File: config.mk
export PLATFORM = sky130hd
export DESIGN_NAME = nest_irq_ctrl
export DESIGN_NICKNAME = d
export VERILOG_FILES = /design/src/rtl/nest_irq_pkg.sv /design/src/rtl/nest_irq_regs.sv /design/src/rtl/nest_irq_sampler.sv /design/src/rtl/nest_irq_arb.sv /design/src/rtl/nest_irq_ctrl.sv
export SDC_FILE = /design/constraint.sdc
export NUM_CORES = 1
export LEC_CHECK = 0
export BUFFER_PORTS_ARGS = -buffer_cell sky130_fd_sc_hd__buf_2
export CAP_MARGIN = 40
export CELL_PAD_IN_SITES_DETAIL_PLACEMENT = 1
export CELL_PAD_IN_SITES_GLOBAL_PLACEMENT = 1
export CORE_MARGIN = 2
export CORE_UTILIZATION = 25
export DETAILED_ROUTE_END_ITERATION = 16
export PLACE_DENSITY = 0.49
export SETUP_SLACK_MARGIN = 0.5
export SKIP_LAST_GASP = 1
export SYNTH_ARGS = -nofsm -noshare
export SYNTH_HDL_FRONTEND = slang
export SYNTH_SLANG_ARGS = --single-unit
File: constraint.sdc
create_clock -name clk -period 6.4 [get_ports clk]
set_clock_uncertainty 0.2 [all_clocks]
set_input_delay 0.64 -clock clk [delete_from_list [all_inputs] [get_ports clk]]
set_output_delay 0.64 -clock clk [all_outputs]
set_load 0.02 [all_outputs]
File: src/rtl/nest_irq_pkg.sv
package nest_irq_pkg;
   // Number of sources the register layout maps
   localparam int unsigned MAP_SRC = 11;
   localparam int unsigned MAP_RW  = 8;
   localparam int unsigned GIE_BIT = 7;

   typedef enum logic [1:0] {
      RA_PRIO_A = 2'd0,
      RA_PRIO_B = 2'd1,
      RA_EN_A   = 2'd2,
      RA_EN_B   = 2'd3
   } reg_addr_e;

   // Which of the two register pairs holds a source (0: A, 1: B)
   function automatic int unsigned src_bank(int unsigned i);
      return (i < 4) ? 0 : 1;
   endfunction

   // Bit position of a source inside its register
   function automatic int unsigned src_pos(int unsigned i);
      if (i < 2)      return i;
      else if (i < 4) return i + 1;
      else            return i - 4;
   endfunction
endpackage

File: src/rtl/nest_irq_regs.sv
module nest_irq_regs
   import nest_irq_pkg::*;
#(
   parameter int unsigned N_SRC = 11,
   parameter int unsigned RW    = 8
)(
   input  logic             clk,
   input  logic             rst_n,
   input  logic             bus_rst,
   input  logic             wr_en,
   input  logic [1:0]       wr_addr,
   input  logic [RW-1:0]    wr_data,
   input  logic [1:0]       rd_addr,
   output logic [RW-1:0]    rd_data,
   output logic [N_SRC-1:0] prio,
   output logic [N_SRC-1:0] en,
   output logic             gie
);
   logic [N_SRC-1:0] prio_q, en_q;
   logic             gie_q;

   for (genvar g = 0; g < N_SRC; g++) begin : g_src
      localparam logic [1:0] PA = 2'(src_bank(g));
      localparam logic [1:0] EA = 2'(2 + src_bank(g));
      localparam int unsigned BP = src_pos(g);
      always_ff @(posedge clk or negedge rst_n) begin
         if (!rst_n) begin
            prio_q[g] <= 1'b0;
            en_q[g]   <= 1'b0;
         end else if (bus_rst) begin
            prio_q[g] <= 1'b0;
            en_q[g]   <= 1'b0;
         end else if (wr_en) begin
            if (wr_addr == PA) prio_q[g] <= wr_data[BP];
            if (wr_addr == EA) en_q[g]   <= wr_data[BP];
         end
      end
   end

   always_ff @(posedge clk or negedge rst_n) begin
      if (!rst_n)                                 gie_q <= 1'b0;
      else if (bus_rst)                           gie_q <= 1'b0;
      else if (wr_en && wr_addr == RA_EN_A)       gie_q <= wr_data[GIE_BIT];
   end

   always_comb begin
      rd_data = '0;
      for (int i = 0; i < N_SRC; i++) begin
         if (rd_addr == 2'(src_bank(i)))     rd_data[src_pos(i)] = prio_q[i];
         if (rd_addr == 2'(2 + src_bank(i))) rd_data[src_pos(i)] = en_q[i];
      end
      if (rd_addr == RA_EN_A) rd_data[GIE_BIT] = gie_q;
   end

   assign prio = prio_q;
   assign en   = en_q;
   assign gie  = gie_q;

   // unused bits of the first priority register never read as 1
   p_rsvd_a_r2: assert property (@(posedge clk) disable iff (!rst_n)
      (rd_addr == RA_PRIO_A) |-> (rd_data[2] == 1'b0 && rd_data[7:5] == 3'b000));
   // top bit of the second priority register never reads as 1
   p_rsvd_b_r2: assert property (@(posedge clk) disable iff (!rst_n)
      (rd_addr == RA_PRIO_B) |-> (rd_data[7] == 1'b0));
endmodule

File: src/rtl/nest_irq_sampler.sv
module nest_irq_sampler #(
   parameter int unsigned N_SRC = 11
)(
   input  logic             clk,
   input  logic             rst_n,
   input  logic             bus_rst,
   input  logic [N_SRC-1:0] flag_in,
   output logic [N_SRC-1:0] flag_smp
);
   always_ff @(posedge clk or negedge rst_n) begin
      if (!rst_n)       flag_smp <= '0;
      else if (bus_rst) flag_smp <= '0;
      else              flag_smp <= flag_in;
   end
endmodule

File: src/rtl/nest_irq_arb.sv
module nest_irq_arb #(
   parameter int unsigned N_SRC           = 11,
   parameter int unsigned VEC_W           = 16,
   parameter int unsigned VEC_BASE        = 3,
   parameter int unsigned VEC_STEP        = 8,
   parameter bit          LOW_INDEX_FIRST = 1'b1
)(
   input  logic             clk,
   input  logic             rst_n,
   input  logic             bus_rst,
   input  logic [N_SRC-1:0] smp,
   input  logic [N_SRC-1:0] en,
   input  logic [N_SRC-1:0] prio,
   input  logic             gie,
   input  logic             reti,
   output logic             call_req,
   output logic             call_hi,
   output logic [VEC_W-1:0] call_vec,
   output logic [N_SRC-1:0] call_ack,
   output logic [1:0]       isr_q
);
   localparam int unsigned IDX_W = (N_SRC > 1) ? $clog2(N_SRC) : 1;

   logic [N_SRC-1:0] elig, hi_c, lo_c, pick;
   logic             go_hi, go_lo, grant;
   logic [IDX_W-1:0] idx;
   logic [1:0]       clr, set, isr_n;

   assign elig  = smp & en & {N_SRC{gie}};
   assign hi_c  = elig & prio;
   assign lo_c  = elig & ~prio;
   assign go_hi = (|hi_c) && !isr_q[1];
   assign go_lo = !(|hi_c) && (|lo_c) && (isr_q == 2'b00);
   assign grant = go_hi | go_lo;
   assign pick  = go_hi ? hi_c : lo_c;

   if (LOW_INDEX_FIRST) begin : g_scan_up
      always_comb begin
         idx = '0;
         for (int i = N_SRC - 1; i >= 0; i--)
            if (pick[i]) idx = IDX_W'(i);
      end
   end else begin : g_scan_down
      always_comb begin
         idx = '0;
         for (int i = 0; i < N_SRC; i++)
            if (pick[i]) idx = IDX_W'(i);
      end
   end

   always_comb begin
      clr = 2'b00;
      if (reti) clr = isr_q[1] ? 2'b10 : 2'b01;
      set = 2'b00;
      if (grant) set = go_hi ? 2'b10 : 2'b01;
      isr_n = (isr_q & ~clr) | set;
   end

   always_ff @(posedge clk or negedge rst_n) begin
      if (!rst_n) begin
         isr_q    <= 2'b00;
         call_req <= 1'b0;
         call_hi  <= 1'b0;
         call_vec <= '0;
         call_ack <= '0;
      end else if (bus_rst) begin
         isr_q    <= 2'b00;
         call_req <= 1'b0;
         call_hi  <= 1'b0;
         call_vec <= '0;
         call_ack <= '0;
      end else begin
         isr_q    <= isr_n;
         call_req <= grant;
         call_hi  <= go_hi;
         call_vec <= grant ? VEC_W'(VEC_BASE) + VEC_W'(VEC_STEP) * VEC_W'(idx) : '0;
         call_ack <= '0;
         if (grant) call_ack[idx] <= 1'b1;
      end
   end

   // a call acknowledges exactly one source
   p_ack_onehot_r4: assert property (@(posedge clk) disable iff (!rst_n || bus_rst)
      call_req |-> ($countones(call_ack) == 1));
   // high level in service blocks every call
   p_hi_blocks_r9: assert property (@(posedge clk) disable iff (!rst_n || bus_rst)
      isr_q[1] |=> !call_req);
   // under a low handler only a high-level call may follow
   p_lo_no_nest_r8: assert property (@(posedge clk) disable iff (!rst_n || bus_rst)
      (isr_q == 2'b01) |=> (!call_req || call_hi));
   // return from nested state retires the high level only
   p_reti_top_r10: assert property (@(posedge clk) disable iff (!rst_n || bus_rst)
      (reti && isr_q == 2'b11) |=> (isr_q == 2'b01));
   // global enable low means no call on the next edge
   p_gie_block_r7: assert property (@(posedge clk) disable iff (!rst_n || bus_rst)
      !gie |=> !call_req);
endmodule

File: src/rtl/nest_irq_ctrl.sv
module nest_irq_ctrl
   import nest_irq_pkg::*;
#(
   parameter int unsigned N_SRC           = 11,
   parameter int unsigned RW              = 8,
   parameter int unsigned VEC_W           = 16,
   parameter int unsigned VEC_BASE        = 3,
   parameter int unsigned VEC_STEP        = 8,
   parameter bit          LOW_INDEX_FIRST = 1'b1
)(
   input  logic             clk,
   input  logic             rst_n,
   input  logic             bus_rst,
   input  logic [N_SRC-1:0] irq_flag,
   input  logic             reti,
   input  logic             wr_en,
   input  logic [1:0]       wr_addr,
   input  logic [RW-1:0]    wr_data,
   input  logic [1:0]       rd_addr,
   output logic [RW-1:0]    rd_data,
   output logic             call_req,
   output logic [VEC_W-1:0] call_vec,
   output logic [N_SRC-1:0] call_ack,
   output logic [1:0]       in_service
);
   localparam longint unsigned VEC_TOP = longint'(VEC_BASE) + longint'(VEC_STEP) * longint'(N_SRC - 1);

   if (N_SRC != MAP_SRC) begin : g_bad_nsrc
      $error("N_SRC must match the register layout");
   end
   if (RW != MAP_RW) begin : g_bad_rw
      $error("RW must be 8");
   end
   if (VEC_TOP >= (longint'(1) << VEC_W)) begin : g_bad_vec
      $error("VEC_W too narrow for the last vector");
   end

   logic [N_SRC-1:0] prio, en, smp;
   logic             gie, call_hi;

   nest_irq_regs #(.N_SRC(N_SRC), .RW(RW)) u_regs (
      .clk(clk), .rst_n(rst_n), .bus_rst(bus_rst),
      .wr_en(wr_en), .wr_addr(wr_addr), .wr_data(wr_data),
      .rd_addr(rd_addr), .rd_data(rd_data),
      .prio(prio), .en(en), .gie(gie)
   );

   nest_irq_sampler #(.N_SRC(N_SRC)) u_smp (
      .clk(clk), .rst_n(rst_n), .bus_rst(bus_rst),
      .flag_in(irq_flag), .flag_smp(smp)
   );

   nest_irq_arb #(
      .N_SRC(N_SRC), .VEC_W(VEC_W), .VEC_BASE(VEC_BASE),
      .VEC_STEP(VEC_STEP), .LOW_INDEX_FIRST(LOW_INDEX_FIRST)
   ) u_arb (
      .clk(clk), .rst_n(rst_n), .bus_rst(bus_rst),
      .smp(smp), .en(en), .prio(prio), .gie(gie), .reti(reti),
      .call_req(call_req), .call_hi(call_hi), .call_vec(call_vec),
      .call_ack(call_ack), .isr_q(in_service)
   );
endmodule

* Yosys cells after proc, flatten, opt, wreduce, memory -nomap -nowiden *
Index checks and enable logic that the tools add are counted.

word-level totals
  word-level logic and storage cells = 338
  output and inout port bits = 38
  register bits after elaboration = 64
  bits of input ports = 28

cells by class
  bitwise gates (word level) = 10
  reduce and logical (&&, ||, !) cells = 44
  add/subtract/negate cells = 1
  multiplexer cells = 203
  $lt $le $gt $ge = 46
  equality and inequality tests = 6

operators with widths
  kind                                                  count
  >= comparator 32 x 1 -> 1 bit, second input constant  22
  < comparator 32 x 4 -> 1 bit, second input constant   22
  2-to-1 mux 32 bit                                     22
  2-to-1 mux 8 bit                                      22
  bitwise mux 8 bit                                     21
  2-to-1 mux 1 bit                                      93
  demux 1 bit (select 3 bit)                            22
  bitwise AND 11 bit                                    4
  2-to-1 mux 11 bit                                     4
  2-to-1 mux 4 bit                                      11
  2-to-1 mux 16 bit                                     2
  logical AND 1 bit                                     27
  OR reduction 11 bit                                   2
  nonzero test 2 bit                                    6
  NOT 11 bit                                            1
  2-to-1 mux 2 bit                                      5
  adder 2 x 7 -> 8 bit, first input constant            1
  bitwise AND 8 bit                                     1
  equality test 2 bit, second input constant            4
  AND reduction 2 bit                                   4
  zero test 2 bit                                       3
  < comparator 4 x 5 -> 1 bit, second input constant    1
  demux 1 bit (select 4 bit)                            1
  equality test 2 x 1 -> 1 bit, second input constant   2
  6 further kinds                                       7

* Logic depth before layout (Yosys ltp) *
  depth in word-level cells = 51
  mapped depth = 9
  mapped depth without buffers = 7

* Modules after synthesis *
A second synthesis with hierarchy kept.

unflattened totals
  cell total of the unflattened synthesis = 288
  area total of the unflattened synthesis = 3139.3 um2

modules (own cells, without submodules)
  module            cells an instance  sequential area each (um2)  area each (um2)  instances
  nest_irq_arb      165                475.5                       1530.2           1
  nest_irq_regs     100                575.6                       1216.2           1
  nest_irq_sampler  23                 275.3                       392.9            1

* Least setup slack after synthesis *
No wires, ideal clock.

  path type = input -> output
  start point = in rd_addr[0]
  end point = out rd_data[0]
  data arrival time = 1549 ps
  required time = 5560 ps
  path buffers = 1
  path slack = 4011 ps
  stages on the path = 2
  cells stage by stage = clkbuf_1 -> mux4_2

on the way
  word-level cells in the longest chain between the ends = 44
  elaborated cells on any way between the ends = 47
  those cells by class = eq/ne (3); mux (43); reduce/logical (1)

RTL lines
  element             line                 text
  start: declaration  nest_irq_ctrl.sv:19  input logic [1:0] rd_addr,
  zero test 2 bit     nest_irq_regs.sv:49  if (rd_addr == 2'(src_bank(i))) rd_data[src_pos(i)] = prio_q[i];
  2-to-1 mux 8 bit    nest_irq_regs.sv:49
  bitwise mux 8 bit   nest_irq_regs.sv:50  if (rd_addr == 2'(2 + src_bank(i))) rd_data[src_pos(i)] = en_q[i];
  2-to-1 mux 8 bit    nest_irq_regs.sv:50
  bitwise mux 8 bit   nest_irq_regs.sv:49
  2-to-1 mux 8 bit    nest_irq_regs.sv:49
  bitwise mux 8 bit   nest_irq_regs.sv:50
  2-to-1 mux 8 bit    nest_irq_regs.sv:50
  [28 not listed]     n/a
  bitwise mux 8 bit   nest_irq_regs.sv:49
  2-to-1 mux 8 bit    nest_irq_regs.sv:49
  bitwise mux 8 bit   nest_irq_regs.sv:50
  2-to-1 mux 8 bit    nest_irq_regs.sv:50
  bitwise mux 8 bit   nest_irq_regs.sv:49
  2-to-1 mux 8 bit    nest_irq_regs.sv:49
  bitwise mux 8 bit   nest_irq_regs.sv:50
  2-to-1 mux 8 bit *  nest_irq_regs.sv:50
  end: declaration    nest_irq_ctrl.sv:20  output logic [RW-1:0] rd_data,

Every way passes the cells marked *; elsewhere a longest branch is shown, timed or not.

* Worst setup path after layout *
  start point = reg u_regs.gie_q (netlist: u_regs.gie)
  end point = reg u_arb.call_ack[1]

on the way
  word-level cells in the longest chain between the ends = 22
  elaborated cells on any way between the ends = 29
  those cells by class = order compare (2); mux (16); bitwise (4); reduce/logical (7)

RTL lines
  element                                                                                                   line                                    text
  start: declaration                                                                                        nest_irq_regs.sv:20                     logic gie_q;
  start signal: assignment                                                                                  nest_irq_regs.sv:43                     else if (wr_en && wr_addr == RA_EN_A) gie_q <= wr_data[GIE_BIT];
  bitwise AND 11 bit *                                                                                      nest_irq_arb.sv:29                      assign elig = smp & en & {N_SRC{gie}};
  bitwise AND 11 bit                                                                                        nest_irq_arb.sv:30                      assign hi_c = elig & prio;
  OR reduction 11 bit                                                                                       nest_irq_arb.sv:32, nest_irq_arb.sv:33
  logical AND 1 bit                                                                                         nest_irq_arb.sv:32                      assign go_hi = (|hi_c) && !isr_q[1];
  2-to-1 mux 11 bit                                                                                         nest_irq_arb.sv:35                      assign pick = go_hi ? hi_c : lo_c;
  2-to-1 mux 4 bit (11 in series)                                                                           nest_irq_arb.sv:41                      if (pick[i]) idx = IDX_W'(i);
  < comparator 4 x 5 -> 1 bit (not written as such) / >= comparator 4 x 1 -> 1 bit (equally long branches)  nest_irq_arb.sv:78                      if (grant) call_ack[idx] <= 1'b1;
  logical AND 1 bit (not written as such)                                                                   nest_irq_arb.sv:78
  2-to-1 mux 1 bit (not written as such)                                                                    nest_irq_arb.sv:78
  demux 1 bit (select 4 bit)                                                                                n/a
  2-to-1 mux 11 bit *                                                                                       nest_irq_arb.sv:78
  2-to-1 mux 11 bit *                                                                                       nest_irq_arb.sv:66                      end else if (bus_rst) begin
  end signal: assignment                                                                                    nest_irq_arb.sv:65                      call_ack <= '0;
  end signal: assignment                                                                                    nest_irq_arb.sv:77                      call_ack <= '0;
  end signal: indexed assignment                                                                            nest_irq_arb.sv:78
  end: declaration                                                                                          nest_irq_arb.sv:19                      output logic [N_SRC-1:0] call_ack,

Marked as above.
A chain may end at the register's enable or synchronous reset.

==> results.md <==
- FF-to-FF setup slack: 3.30 ns
- CP Launch Type: register
- Final Cycle Share: 48.4%
- Mux share of post-synthesis cell area: 12.2%
- Critical Path Start: u_regs.gie
- FFs w/ async S/R, synth: 100%
- Post-Syn Area: 2880 µm²
- CP Max Fanout: 29
- FF+latch area: 1300 µm²
- Worst endpoint required time: 6.39 ns
- Yosys cell types: 58
- DP Area: 3230 µm²
- Vias in the first global route: 2,432
- CTS root buf: clkbuf_16
- Cell count after synthesis: 285
- Max cap viols: 0
- Fin cells: 476
- Clk Latency, worst-skew pair: 0.29 ns
- Final max-slew violation count: 0
- CTS Buf Count: 5
- Fmax: 323 MHz
- R2R Path Start: u_regs.gie
- Post-synthesis compound-gate area fraction: 14.9%
- Hold_buf cts: 0
- Die area: 12,400 µm²
- Multi-input gate area: 1440 µm²
- WP data arrival: 3.08 ns
- Row count: 39
- Drt total wl: 8070 µm
- Starting Density: 25.5%
- Worst r2r dst: u_arb.call_ack[1]
- Vias: 2,365
- Post-synth EDFFs: 0
- Core area: 11,300 µm²
- Fillers: 1,313
- I/O Buffers: 55
- First-pass iteration count of the detailed router: 4
- Fin. Hold Viols: 0
- Post-Syn Area per Cell: 10.1 µm²
- Die W: 111 µm
- Routed len/inst: 17.0 µm
- Final setup fails: 0
- Yosys reg bits: 52
- Initial DRC Count: 85
- Crit path time final: 3.10 ns
- Fin util: 29.8%
- Die height: 111 µm
- Power Density: 201 nW/µm²
- Drt drc: 0
- Total clock sinks: 52
- Post-Synth Adder-Cell Area: 0%
- Initial antenna violation count: 0
- I/O pin cnt: 66
- GP Congestion: 0.759
- GRT Total Usage: 13.6%
- Simple-gate share of the synthesized area: 21.5%
- Hold Path Class: input port to async pin
- Diodes inserted: 0
- Total gr overflow: 0
- Setup TNS Final: 0 ns
- Max-slew headroom: 46.6%
- First-pass GRT wire length: 13,500 µm
- Final worst slack: 3.30 ns
- Unrepaired setup endpoints after global routing: false
- Reg2reg path depth: 7
- Htree depth: 2
- VDD IR max: 0.0924 mV
- Via-to-Cell Ratio: 4.97
- Static Leak: 1.66 nW
- Setup Buffers After CTS: 0
- Top FF cell, synth: dfrtp_1
- Fin area: 3370 µm²
- Clock Path Buffers: 2
- Worst-Margin Slew: 0.799 ns
- Largest family of logic cells by synthesized area: simple AND/OR/NAND/NOR gates
- Post-CTS Resized: 0
- Hold slack: 0.278 ns
- Antenna Nets Post-Route: 0
- Layout area overhead: 17.0%
- Worst setup EP type: register
- Post-synthesis xor/xnor area fraction: 0%
- Largest net degree at the start of global routing: 53
- Outcome: complete, no violations
- Placed cell count: 468
- Share of cells above drive strength 1: 23.4%
- CTS tree: built
- Part of the Yosys area used for sequential elements: 45.1%
- Clock transition at path regs: 0.07 ns
- Ys Warns: 0
- Post-layout nets: 360
- Dpl hpwl: 6180 µm
- Worst slack at placement: 3.32 ns
- Tot Pwr: 677 µW
- Crit path kind: register to register
==> per-layer routing <==
| layer | GRT usage, % | share of wire, % | up-vias |
|---|---|---|---|
| met5 | 0 | 0 | - |
| met4 | 2.88 | 0.74 | 0 |
| met3 | 2.34 | 3.6 | 5 |
| met2 | 22.6 | 48 | 50 |
| met1 | 18.6 | 48 | 1188 |
| li1 | - | - | 1122 |
==> cell usage after synthesis, types with 5 or more instances <==
cell / n / share of area, %
mux2i_1: 26 / 9.0
nor2_1: 34 / 4.4
inv_1: 5 / 0.65
nor3_1: 7 / 1.2
clkbuf_1: 9 / 1.2
buf_4: 13 / 3.4
nand3_1: 14 / 2.4
a21oi_1: 12 / 2.1
nand2_1: 8 / 1.0
nor2b_1: 15 / 3.3
nand4_1: 10 / 2.2
dfrtp_1: 52 / 45
==> worst max-delay path, stage by stage, from the launching register on <==
cell	delay (ns)
dfrtp_1	0.86
nand4_1	0.32
and4_4	0.27
a31oi_2	0.26
o221ai_1	0.22
o31ai_2	0.42
o21ai_1	0.18
nor4_1	0.26
==> registers in the layout, summed over array words and instances, names as in the netlist <==
signal,cells
u_smp.flag_smp,11
u_regs.en,11
u_regs.prio,11
u_regs.gie,1
u_arb.isr_q,2
u_arb.call_vec,5
u_arb.call_ack,11
==> worst max-delay path by stage <==
stage                                    to  slack (ns)  cells after the start
after floorplan                  rd_data[0]        4.01                      2
after global placement    u_arb.call_ack[9]        3.39                      7
after detailed placement  u_arb.call_ack[5]        3.32                      7
after CTS                 u_arb.call_ack[5]        3.28                      7
after global routing      u_arb.call_ack[2]        2.91                      7
final                     u_arb.call_ack[1]        3.30                      7
==> layout by cell type, fill, tap and decap left out, drive strengths merged, types with 5 or more instances in the layout <==
cell type / synthesis / routed
a21oi: 12 / 12
a31oi: 5 / 5
and3: 5 / 5
buf: 17 / 57
clkbuf: 9 / 6
conb: 1 / 10
dfrtp: 52 / 52
inv: 5 / 5
mux2i: 26 / 26
nand2: 8 / 8
nand3: 15 / 15
nand4: 10 / 10
nor2: 34 / 34
nor2b: 15 / 15
nor3: 7 / 7
==> logic make-up (layout without fill, tap and decap cells) <==
group,Yosys count,count (layout)
compound gates,57,57
buf+inv,31,70
flops,52,52
mux,30,30
other cells,1,10
simple gates,114,114
==> layout make-up <==
type	instances	share of cell area [%]
clock inverter	2	0.482
inverter	5	0.556
timing repair buffer	57	8.61
multi-input combinational	211	42.7
tap	143	5.30
clock buffer	6	3.82
sequential	52	38.6
==> report_power, final <==
group	total (mW)	internal [mW]	switching, mW
Combinational	0.0553	0.0211	0.0342
Clock	0.273	0.146	0.127
Sequential	0.349	0.337	0.0118
(Power assumes the default switching activity.)
